### src/rtl/qspi_rd_pkg.sv
package qspi_rd_pkg;

    typedef enum logic [2:0] {
        PH_IDLE, PH_CMD, PH_ADDR, PH_PERF, PH_DUMMY, PH_DATA, PH_DONE, PH_HOLD
    } phase_e;

    typedef struct packed {
        logic [3:0] oe;
        logic [3:0] dout;
    } pin_drive_t;

    // Pin values for one slot of an outgoing byte, MSB first.
    function automatic pin_drive_t drive_bits(input logic [7:0] b, input logic quad,
                                              input logic [2:0] idx);
        pin_drive_t p;
        if (quad) begin
            p.oe   = 4'hF;
            p.dout = idx[0] ? b[3:0] : b[7:4];
        end else begin
            p.oe   = 4'b0001;
            p.dout = {3'b000, b[3'd7 - idx]};
        end
        return p;
    endfunction

endpackage

### src/rtl/qspi_rd_fifo.sv
module qspi_rd_fifo #(
    parameter int W     = 8,
    parameter int DEPTH = 8
) (
    input  logic         clk,
    input  logic         rst,
    input  logic         push,
    input  logic [W-1:0] wdata,
    input  logic         pop,
    input  logic         flush,
    output logic [W-1:0] rdata,
    output logic         full,
    output logic         empty
);
    localparam int AW = $clog2(DEPTH);

    logic [W-1:0]  mem [DEPTH];
    logic [AW-1:0] wptr, rptr;
    logic [AW:0]   fill;
    logic          do_push, do_pop;

    assign full    = (fill == (AW+1)'(DEPTH));
    assign empty   = (fill == '0);
    assign do_push = push && !full;
    assign do_pop  = pop && !empty;
    assign rdata   = mem[rptr];

    function automatic logic [AW-1:0] bump(input logic [AW-1:0] p);
        return (p == AW'(DEPTH-1)) ? '0 : p + AW'(1);
    endfunction

    always_ff @(posedge clk) begin
        if (do_push) mem[wptr] <= wdata;
    end

    always_ff @(posedge clk) begin
        if (rst || flush) begin
            wptr <= '0;
            rptr <= '0;
            fill <= '0;
        end else begin
            if (do_push) wptr <= bump(wptr);
            if (do_pop)  rptr <= bump(rptr);
            fill <= fill + (AW+1)'(do_push) - (AW+1)'(do_pop);
        end
    end
endmodule

### src/rtl/qspi_rd_seq.sv
module qspi_rd_seq
    import qspi_rd_pkg::*;
#(
    parameter int DUMMY_W = 5,
    parameter int CNT_W   = 8
) (
    input  logic               clk,
    input  logic               rst,
    input  logic               sck_tick,
    input  logic [7:0]         cfg_opcode,
    input  logic               cfg_addr4,
    input  logic               cfg_quad,
    input  logic               cfg_perf_en,
    input  logic [7:0]         cfg_perf_byte,
    input  logic [DUMMY_W-1:0] cfg_dummy,
    input  logic [CNT_W-1:0]   cfg_rx_count,
    input  logic               cfg_prefetch,
    input  logic               cs_hold,
    input  logic               tx_empty,
    input  logic [7:0]         tx_head,
    output logic               tx_pop,
    input  logic               rx_full,
    output logic               rx_push,
    output logic [7:0]         rx_wdata,
    input  logic [3:0]         io_in,
    output logic [3:0]         io_out,
    output logic [3:0]         io_oe,
    output logic               sck,
    output logic               cs_n,
    output logic               idle,
    output logic               stall,
    output phase_e             phase
);
    localparam int CW = (DUMMY_W > 3) ? DUMMY_W : 3;

    phase_e         st;
    logic [CW-1:0]  cnt;
    logic [1:0]     abyte;
    logic [CNT_W-1:0] nrx;
    logic [7:0]     rx_sh;

    logic           quad_eff, last_slot, can_run, run, hold_stop, unbounded;
    logic [7:0]     cur_byte, rx_next;
    logic [CW-1:0]  slot_last, dum_last;
    pin_drive_t     pd;
    phase_e         after_perf, after_addr;

    assign unbounded = (cfg_rx_count == '0);
    assign quad_eff  = (st == PH_CMD) ? 1'b0 : cfg_quad;
    assign slot_last = quad_eff ? CW'(1) : CW'(7);
    assign dum_last  = CW'(cfg_dummy) - CW'(1);
    assign last_slot = (st == PH_DUMMY) ? (cnt == dum_last) : (cnt == slot_last);
    assign hold_stop = (st == PH_DATA) && unbounded && cs_hold && (cnt == '0);

    always_comb begin
        case (st)
            PH_CMD:   cur_byte = cfg_opcode;
            PH_ADDR:  cur_byte = tx_head;
            PH_PERF:  cur_byte = cfg_perf_byte;
            default:  cur_byte = 8'h00;
        endcase
        case (st)
            PH_CMD, PH_PERF, PH_DUMMY: can_run = 1'b1;
            PH_ADDR:  can_run = !tx_empty;
            PH_DATA:  can_run = !hold_stop && !((cnt == '0) && rx_full);
            default:  can_run = 1'b0;
        endcase
    end

    assign run        = sck_tick && can_run;
    assign pd         = drive_bits(cur_byte, quad_eff, cnt[2:0]);
    assign after_perf = (cfg_dummy == '0) ? PH_DATA : PH_DUMMY;
    assign after_addr = cfg_perf_en ? PH_PERF : after_perf;
    assign rx_next    = cfg_quad ? {rx_sh[3:0], io_in} : {rx_sh[6:0], io_in[1]};

    always_comb begin
        if (st == PH_CMD || st == PH_ADDR || st == PH_PERF) begin
            io_out = pd.dout;
            io_oe  = pd.oe;
        end else begin
            io_out = 4'h0;
            io_oe  = 4'h0;
        end
    end

    assign tx_pop   = run && (st == PH_ADDR) && last_slot;
    assign rx_push  = run && (st == PH_DATA) && last_slot;
    assign rx_wdata = rx_next;
    assign sck      = run;
    assign cs_n     = (st == PH_IDLE);
    assign idle     = (st == PH_IDLE) || (st == PH_HOLD);
    assign stall    = unbounded && rx_full && (st == PH_DATA || st == PH_HOLD);
    assign phase    = st;

    always_ff @(posedge clk) begin
        if (rst) begin
            st    <= PH_IDLE;
            cnt   <= '0;
            abyte <= '0;
            nrx   <= '0;
            rx_sh <= '0;
        end else begin
            case (st)
                PH_IDLE: if (cfg_prefetch && !tx_empty) begin
                    st    <= PH_CMD;
                    cnt   <= '0;
                    abyte <= '0;
                    nrx   <= '0;
                end
                PH_DONE: if (cs_hold) st <= PH_HOLD;
                PH_HOLD: if (!cs_hold) st <= PH_IDLE;
                default: begin
                    if (hold_stop) begin
                        st <= PH_HOLD;
                    end else if (run) begin
                        cnt <= last_slot ? '0 : cnt + CW'(1);
                        if (st == PH_DATA) rx_sh <= rx_next;
                        if (last_slot) begin
                            case (st)
                                PH_CMD:   st <= PH_ADDR;
                                PH_ADDR: begin
                                    abyte <= abyte + 2'd1;
                                    if (abyte == (cfg_addr4 ? 2'd3 : 2'd2)) st <= after_addr;
                                end
                                PH_PERF:  st <= after_perf;
                                PH_DUMMY: st <= PH_DATA;
                                PH_DATA: begin
                                    nrx <= nrx + CNT_W'(1);
                                    if (!unbounded && (nrx + CNT_W'(1) == cfg_rx_count))
                                        st <= PH_DONE;
                                end
                                default: st <= st;
                            endcase
                        end
                    end
                end
            endcase
        end
    end
endmodule

### src/rtl/qspi_indirect_rd.sv
module qspi_indirect_rd
    import qspi_rd_pkg::*;
#(
    parameter int DUMMY_W    = 5,
    parameter int CNT_W      = 8,
    parameter int FIFO_DEPTH = 8
) (
    input  logic               clk,
    input  logic               rst,
    input  logic               sck_tick,
    input  logic [7:0]         cfg_opcode,
    input  logic               cfg_addr4,
    input  logic               cfg_quad,
    input  logic               cfg_perf_en,
    input  logic [7:0]         cfg_perf_byte,
    input  logic [DUMMY_W-1:0] cfg_dummy,
    input  logic [CNT_W-1:0]   cfg_rx_count,
    input  logic               cfg_prefetch,
    input  logic               cs_hold,
    input  logic               rx_flush,
    input  logic               tx_wr,
    input  logic [7:0]         tx_data,
    input  logic               rx_rd,
    output logic [7:0]         rx_data,
    output logic               st_idle,
    output logic               st_tx_nf,
    output logic               st_rx_empty,
    output logic               st_stall,
    output logic               qspi_cs_n,
    output logic               qspi_sck,
    output logic [3:0]         qspi_io_out,
    output logic [3:0]         qspi_io_oe,
    input  logic [3:0]         qspi_io_in
);
    logic       tx_full, tx_empty, tx_pop, rx_full, rx_push;
    logic [7:0] tx_head, rx_wdata;
    phase_e     seq_phase;

    qspi_rd_fifo #(.W(8), .DEPTH(FIFO_DEPTH)) u_txf (
        .clk(clk), .rst(rst), .push(tx_wr), .wdata(tx_data), .pop(tx_pop),
        .flush(1'b0), .rdata(tx_head), .full(tx_full), .empty(tx_empty)
    );

    qspi_rd_fifo #(.W(8), .DEPTH(FIFO_DEPTH)) u_rxf (
        .clk(clk), .rst(rst), .push(rx_push), .wdata(rx_wdata), .pop(rx_rd),
        .flush(rx_flush), .rdata(rx_data), .full(rx_full), .empty(st_rx_empty)
    );

    qspi_rd_seq #(.DUMMY_W(DUMMY_W), .CNT_W(CNT_W)) u_seq (
        .clk(clk), .rst(rst), .sck_tick(sck_tick),
        .cfg_opcode(cfg_opcode), .cfg_addr4(cfg_addr4), .cfg_quad(cfg_quad),
        .cfg_perf_en(cfg_perf_en), .cfg_perf_byte(cfg_perf_byte),
        .cfg_dummy(cfg_dummy), .cfg_rx_count(cfg_rx_count),
        .cfg_prefetch(cfg_prefetch), .cs_hold(cs_hold),
        .tx_empty(tx_empty), .tx_head(tx_head), .tx_pop(tx_pop),
        .rx_full(rx_full), .rx_push(rx_push), .rx_wdata(rx_wdata),
        .io_in(qspi_io_in), .io_out(qspi_io_out), .io_oe(qspi_io_oe),
        .sck(qspi_sck), .cs_n(qspi_cs_n), .idle(st_idle), .stall(st_stall),
        .phase(seq_phase)
    );

    assign st_tx_nf = !tx_full;
endmodule

### config.mk
export PLATFORM = sky130hd
export DESIGN_NAME = qspi_indirect_rd
export DESIGN_NICKNAME = d
export VERILOG_FILES = /design/src/rtl/qspi_rd_pkg.sv /design/src/rtl/qspi_rd_fifo.sv /design/src/rtl/qspi_rd_seq.sv /design/src/rtl/qspi_indirect_rd.sv
export SDC_FILE = /design/constraint.sdc
export NUM_CORES = 1
export LEC_CHECK = 0
export BUFFER_PORTS_ARGS = -buffer_cell sky130_fd_sc_hd__buf_2
export CORE_MARGIN = 5
export CORE_UTILIZATION = 48
export DETAILED_ROUTE_END_ITERATION = 8
export PLACE_DENSITY = 0.73
export SLEW_MARGIN = 15
export SYNTH_ARGS = -nofsm -noshare
export SYNTH_HDL_FRONTEND = slang
export SYNTH_SLANG_ARGS = --single-unit
### constraint.sdc
create_clock -name clk -period 3.12 [get_ports clk]
set_input_delay 0 -clock clk [delete_from_list [all_inputs] [get_ports clk]]
set_output_delay 0 -clock clk [all_outputs]
set_load 0.1 [all_outputs]
Word level (Yosys, flattened, before mapping)

Memory sizes are Yosys's and may differ from the RTL's. A register that Yosys moved wholly into a read port is not among the register bits.
Index checks and enable logic that the tools add are counted.

Flip-flop bits (word level): 45
RAM bits: 128
Input port bits: 52
Output and inout port bits: 22
Memories kept: 2

$add $sub $neg: 13
Order comparisons: 1
Eq/ne operators: 23
Muxes and demuxes: 54
Bitwise logic cells: 3
Reduce and logical (&&, ||, !) cells: 51

Memory list:

| name      | depth | width | read ports | clocked after memory_dff | wr ports | line               | RTL |
|---|---|---|---|---|---|---|---|
| u_rxf.mem | 8     | 8     | 1          | 1                        | 1        | qspi_rd_fifo.sv:17 | `logic [W-1:0] mem [DEPTH];` |
| u_txf.mem | 8     | 8     | 1          | 1                        | 1        | qspi_rd_fifo.sv:17 |  |

Operator list:

| kind                  | count |
|---|---|
| $mux W8               | 7 |
| $mux W3               | 18 |
| $eq A3 B3 Y1 const B  | 8 |
| $pmux W8 S3           | 1 |
| $mux W5               | 4 |
| $logic_and A1 B1 Y1   | 18 |
| $pmux W8 S2           | 1 |
| $pmux W3 S5           | 1 |
| $add A3 B1 Y3 const B | 4 |
| $mux W4               | 3 |
| $ne A6 B5 Y1 const B  | 2 |
| $reduce_and A6 Y1     | 2 |
| $eq A5 B5 Y1          | 2 |
| $logic_not A5 Y1      | 2 |
| $mux W2               | 5 |
| $pmux W5 S2           | 1 |
| $reduce_bool A5 Y1    | 2 |
| $mux W1               | 9 |
| $pmux W3 S3           | 1 |
| $reduce_bool A9 Y1    | 1 |
| $add A4 B1 Y4         | 2 |
| $add A8 B1 Y8 const B | 1 |
| $eq A4 B4 Y1 const B  | 2 |
| $eq A8 B8 Y1          | 1 |
| 25 further kinds      | 47 |

Longest topological paths before layout

Depth after elaboration: 13
Gate-level depth with buffers: 16

Modules after synthesis

Synthesis repeated with hierarchy kept, for this count alone.

Cell total of the unflattened synthesis: 643
Area, all modules: 8767.2 um2

By module, submodules not included:

| module           | times used | cells an instance | area an instance (um2) |
|---|---|---|---|
| qspi_rd_fifo     | 2          | 172               | 3171.8 |
| qspi_rd_seq      | 1          | 297               | 2416.1 |
| qspi_indirect_rd | 1          | 2                 | 7.5 |

Least setup slack after synthesis

OpenSTA, ideal clock, no wires.

Path type: reg-to-output
Start: reg u_seq.st[1] (netlist: u_seq.phase[1])
End: out qspi_io_out[0]
Data arrival time: 4.422 ns
Data required time: 3.120 ns
Slack: -1.302 ns
Stages on the path, launching flop included: 7
Path buffers: 1
Cell sequence: dfxtp_1 buf_2 nor2_1 nor2_1 and3_1 a31oi_1 o21ai_0

Word-level cells in the longest chain between the ends: 6
Elaborated cells on any way between the ends: 12

RTL lines:

| element                                      | line                                                    | RTL |
|---|---|---|
| from (decl)                                  | qspi_rd_seq.sv:36                                       | `phase_e st;` |
| from (signal assigned)                       | qspi_rd_seq.sv:123                                      | `if (abyte == (cfg_addr4 ? 2'd3 : 2'd2)) st <= after_addr;` |
| from (signal assigned)                       | qspi_rd_seq.sv:125                                      | `PH_PERF: st <= after_perf;` |
| from (signal assigned)                       | qspi_rd_seq.sv:132                                      | `default: st <= st;` |
| $eq A3 B2 Y1 or $eq A3 B1 Y1 (tied branches) | qspi_rd_seq.sv:56, qspi_rd_seq.sv:77, qspi_rd_seq.sv:49 |  |
| $pmux W8 S3                                  | qspi_rd_seq.sv:56                                       | `case (st)` |
| $bmux W1 S3                                  | qspi_rd_pkg.sv:21                                       | `p.dout = {3'b000, b[3'd7 - idx]};` |
| $mux W1 (implied by the code)                | qspi_rd_pkg.sv:21                                       |  |
| $mux W8                                      | qspi_rd_pkg.sv:16                                       | `if (quad) begin` |
| $mux W4 *                                    | qspi_rd_seq.sv:77                                       | `if (st == PH_CMD \|\| st == PH_ADDR \|\| st == PH_PERF) begin` |
| to (decl)                                    | qspi_indirect_rd.sv:31                                  | `output logic [3:0] qspi_io_out,` |

Mark *: on every way between the ends. The rest lies on a longest branch, timed or not. The select of a mux whose other input is x is not followed.

Worst setup path in the final report

Same ends and word-level chain as after synthesis.

==> flow_summary.json <==
{
  "dieArea_um2": 20700,
  "setup.worst_path.class": "flop to output port",
  "place.gp.congestion": 0.9416,
  "ys_warn_count": 0,
  "syn_area_per_cell_um2": 12.80,
  "vdd_drop_max_v": 0.0004256,
  "routed_wl_um": 19110,
  "drc": 0,
  "max-slew-margin-rel_pct": 49.47,
  "start_util_pct": 48.37,
  "globalRouteTotalUtil_pct": 18.93,
  "critPathMaxFanout": 13,
  "cp-start-kind": "flop",
  "dp_hpwl_um": 13700,
  "power_frac_clock_pct": 30.0,
  "diodes": 0,
  "p_sw_mw": 2.656,
  "status": "finished clean",
  "drtAntennaViolNets": 0,
  "h-tree-depth": 4,
  "port_buffers": 73,
  "drv_cap": 0,
  "ys_ff_latch": 179,
  "syn-num-nets": 753,
  "cts_tree": "built",
  "critical_path_required_ns": 3.12,
  "fin_hold_ws_ns": 0.04291,
  "power_switching_share_pct": 37.17,
  "die_x_um": 143.9,
  "synth_edf_count": 128,
  "wl_per_cell_um": 18.77,
  "seq_area_frac_synth_pct": 56.56,
  "grt_overflow": 0,
  "end_kind": "output port",
  "slew_viol_final": 0,
  "synthFlopType": "edfxtp_1",
  "finalCritPeriodShare_pct": 93.92,
  "grt_max_degree": 36,
  "fmax_mhz": 341.3,
  "hold_viol_final": 0,
  "p_comb_share_pct": 32.0,
  "fin_setup_tns_ns": 0,
  "worst_pin_slew_ns": 0.7569,
  "clkSlewWorstSetupHoldPaths_ns": 0.08,
  "rsz0062_at_grt": "false",
  "drive_above_1_share_pct": 28.14,
  "setup_viol": 0,
  "async_flop_share_pct": 0,
  "skew_ns": 0.01137,
  "p_int_mw": 4.490,
  "period_needed_ns": 2.930,
  "cts_buffers": 17,
  "core_area_um2": 17780,
  "cts_buffer_depth": 2,
  "cts_setup_buffers": 0,
  "routed_via_density": 5.666,
  "grt_pass1_vias": 5961,
  "fp.dieH_um": 143.9,
  "synth_cell_type_count": 68,
  "p_seq_share_pct": 37.9,
  "clock_sink_count": 179,
  "clockRootBuffer": "clkbuf_16",
  "grt_pass1_wl_um": 30450,
  "synthesis.area_um2": 8601,
  "synth_cells": 672,
  "area_delta_synth_final_pct": 18.05,
  "postLayoutCoreUtil_pct": 57.11,
  "drtIter0Drc": 360,
  "rows": 49,
  "power.leakage_nw": 3.584,
  "io-pin-count": 74,
  "firstDrtPassIters": 5,
  "power_density_nw_per_um2": 703.8,
  "antenna_found_initial": 0,
  "route.vias.total": 5768,
  "hp-class": "input pin to flop",
  "final_nets": 857,
  "insertion_delay_ns": 0.43,
  "arrival_ns": 2.93
}
[critical path, stage by stage, from the launching register on]
cell and delay, ns:
dfxtp_1 0.48, buf_4 0.27, clkinvlp_4 0.23, nor2_1 0.29, nand2_1 0.14, o221a_2 0.28
a211oi_1 0.22, a211oi_1 0.08, o21ai_1 0.28, buf_12 0.22
[repair_timing]
| action | 4_1_cts | 5_1_grt |
|---|---|---|
| hold buffers | 10 | 0 |
| hold endpoints to repair | 77 | 0 |
| setup endpoints to repair | 0 | 3 |
| resized for setup | 0 | 7 |
[sequential cells by signal, summed over array words and instances, names as in the netlist, 4 cells and up, named ones only]
signal,flops
u_txf.fill,4
u_seq.nrx,8
u_rxf.fill,4
u_seq.rx_sh,7
u_rxf.mem,64
u_txf.mem,64
u_seq.cnt,5
[power groups by stage]
stage	registers, mW	logic, mW	clock network [mW]
3_5_place_dp	2.75	2.25	0
3_3_place_gp	2.74	2.18	0
2_1_floorplan	2.74	1.73	0
4_1_cts	2.70	2.26	2.18
6_report	2.71	2.29	2.15
5_1_grt	2.72	2.46	2.30
[cell families (layout without fill, tap and decap cells)]
kind of cell,after synthesis,after routing,share of synthesized area [%]
XOR/XNOR,27,27,2.910
buffers and inverters,64,181,3.171
AND/OR/NAND/NOR,201,201,11.81
flip-flops,179,179,56.56
multiplexers,72,72,13.35
AO/OA/AOI/OAI,100,100,7.798
adder cells (fa/ha/maj),29,29,4.393
[worst paths after layout]
path                                                   from                          to  slack, ns  cells after the start
worst min-delay path                          qspi_io_in[1]   u_rxf.mem[6][1]$_DFFE_PP_       0.04                      2
worst min register to register   u_rxf.rptr[2]$_SDFFE_PP0P_  u_rxf.rptr[2]$_SDFFE_PP0P_       0.50                      2
worst max-delay path            u_seq.phase[1]$_SDFFE_PP0P_              qspi_io_out[0]       0.19                      9
worst max register to register  u_seq.phase[1]$_SDFFE_PP0P_    u_txf.fill[2]$_SDFF_PP0_       0.20                     13
[routing by layer]
layer  share of wire (%)  wire (um)  track usage (%)
met2                  54      10360            34.39
met4                 3.1        584            8.573
met5                   0          0                0
met3                 3.9        754            3.694
met1                  39       7404            21.43
[per-stage QoR]
stage | setup WS, ns | cells | power, mW | cell area, um2
after floorplan | -0.5458 | 672 | 4.467 | 8612
after global placement | 0.3022 | 976 | 4.927 | 9408
after detailed placement | 0.1549 | 976 | 5.000 | 9408
after CTS | 0.1380 | 1018 | 7.142 | 10130
after global routing | 0.03465 | 1018 | 7.476 | 10150
final | 0.1897 | 1018 | 7.146 | 10150
[synthesized netlist by cell type (all sizes together), types with 3 or more instances]
cell type | instances | area, um2
xnor2 | 18 | 157.7
mux2 | 22 | 247.7
nand3b | 5 | 37.54
edfxtp | 128 | 3844
nand3 | 15 | 80.08
nor4b | 3 | 26.28
nand2 | 41 | 153.9
a211oi | 7 | 62.56
inv | 27 | 101.4
nand4 | 7 | 43.79
mux2i | 18 | 180.2
o21ai | 18 | 90.09
and3 | 6 | 37.54
a21oi | 33 | 176.4
or2 | 4 | 25.03
buf | 19 | 103.9
o31ai | 3 | 22.52
mux4 | 32 | 720.7
nor3 | 19 | 105.1
clkbuf | 16 | 60.06
a22oi | 4 | 30.03
o22ai | 4 | 25.02
nor2 | 67 | 251.5
a21o | 3 | 22.52
nor4 | 6 | 37.54
ha | 27 | 337.8
xor2 | 8 | 70.07
nor3b | 5 | 47.54
a31oi | 6 | 37.54
dfxtp | 51 | 1021
nand2b | 9 | 56.30
and4 | 3 | 27.53
[layout by cell type, fill, tap and decap left out, types with 3 or more instances in the layout]
| master | count |
|---|---|
| buf_4 | 37 |
| o22ai_1 | 4 |
| a21oi_1 | 32 |
| dfxtp_1 | 49 |
| a21o_1 | 3 |
| nor3b_1 | 3 |
| nor4b_1 | 3 |
| mux2_2 | 22 |
| buf_2 | 71 |
| nand3b_1 | 5 |
| mux2i_1 | 18 |
| xor2_1 | 8 |
| a31oi_1 | 6 |
| or2_2 | 3 |
| and3_1 | 6 |
| nand2_1 | 41 |
| a22oi_1 | 4 |
| nor2_1 | 66 |
| nand4_1 | 7 |
| nor3_1 | 16 |
| o31ai_1 | 3 |
| nor3_2 | 3 |
| inv_1 | 27 |
| nand2b_1 | 9 |
| inv_8 | 3 |
| ha_1 | 27 |
| clkinv_8 | 6 |
| nor4_1 | 6 |
| edfxtp_1 | 128 |
| o21ai_0 | 17 |
| mux4_2 | 32 |
| nand3_1 | 14 |
| clkbuf_16 | 17 |
| xnor2_1 | 18 |
| a211oi_1 | 5 |
| dlygate4sd3_1 | 10 |
| inv_6 | 3 |
[layout make-up]
type                    instances  area (um2)
fillers                      1406        7626
flip-flops and latches        179        4867
multi-input cells             429        3492
repair buffers                120       773.2
clock buffers                  18       439.2
well taps                     229       286.5
clock inverters                14       182.7
inverters                      29       112.6
Note: power is estimated with default switching activity, not from simulation.
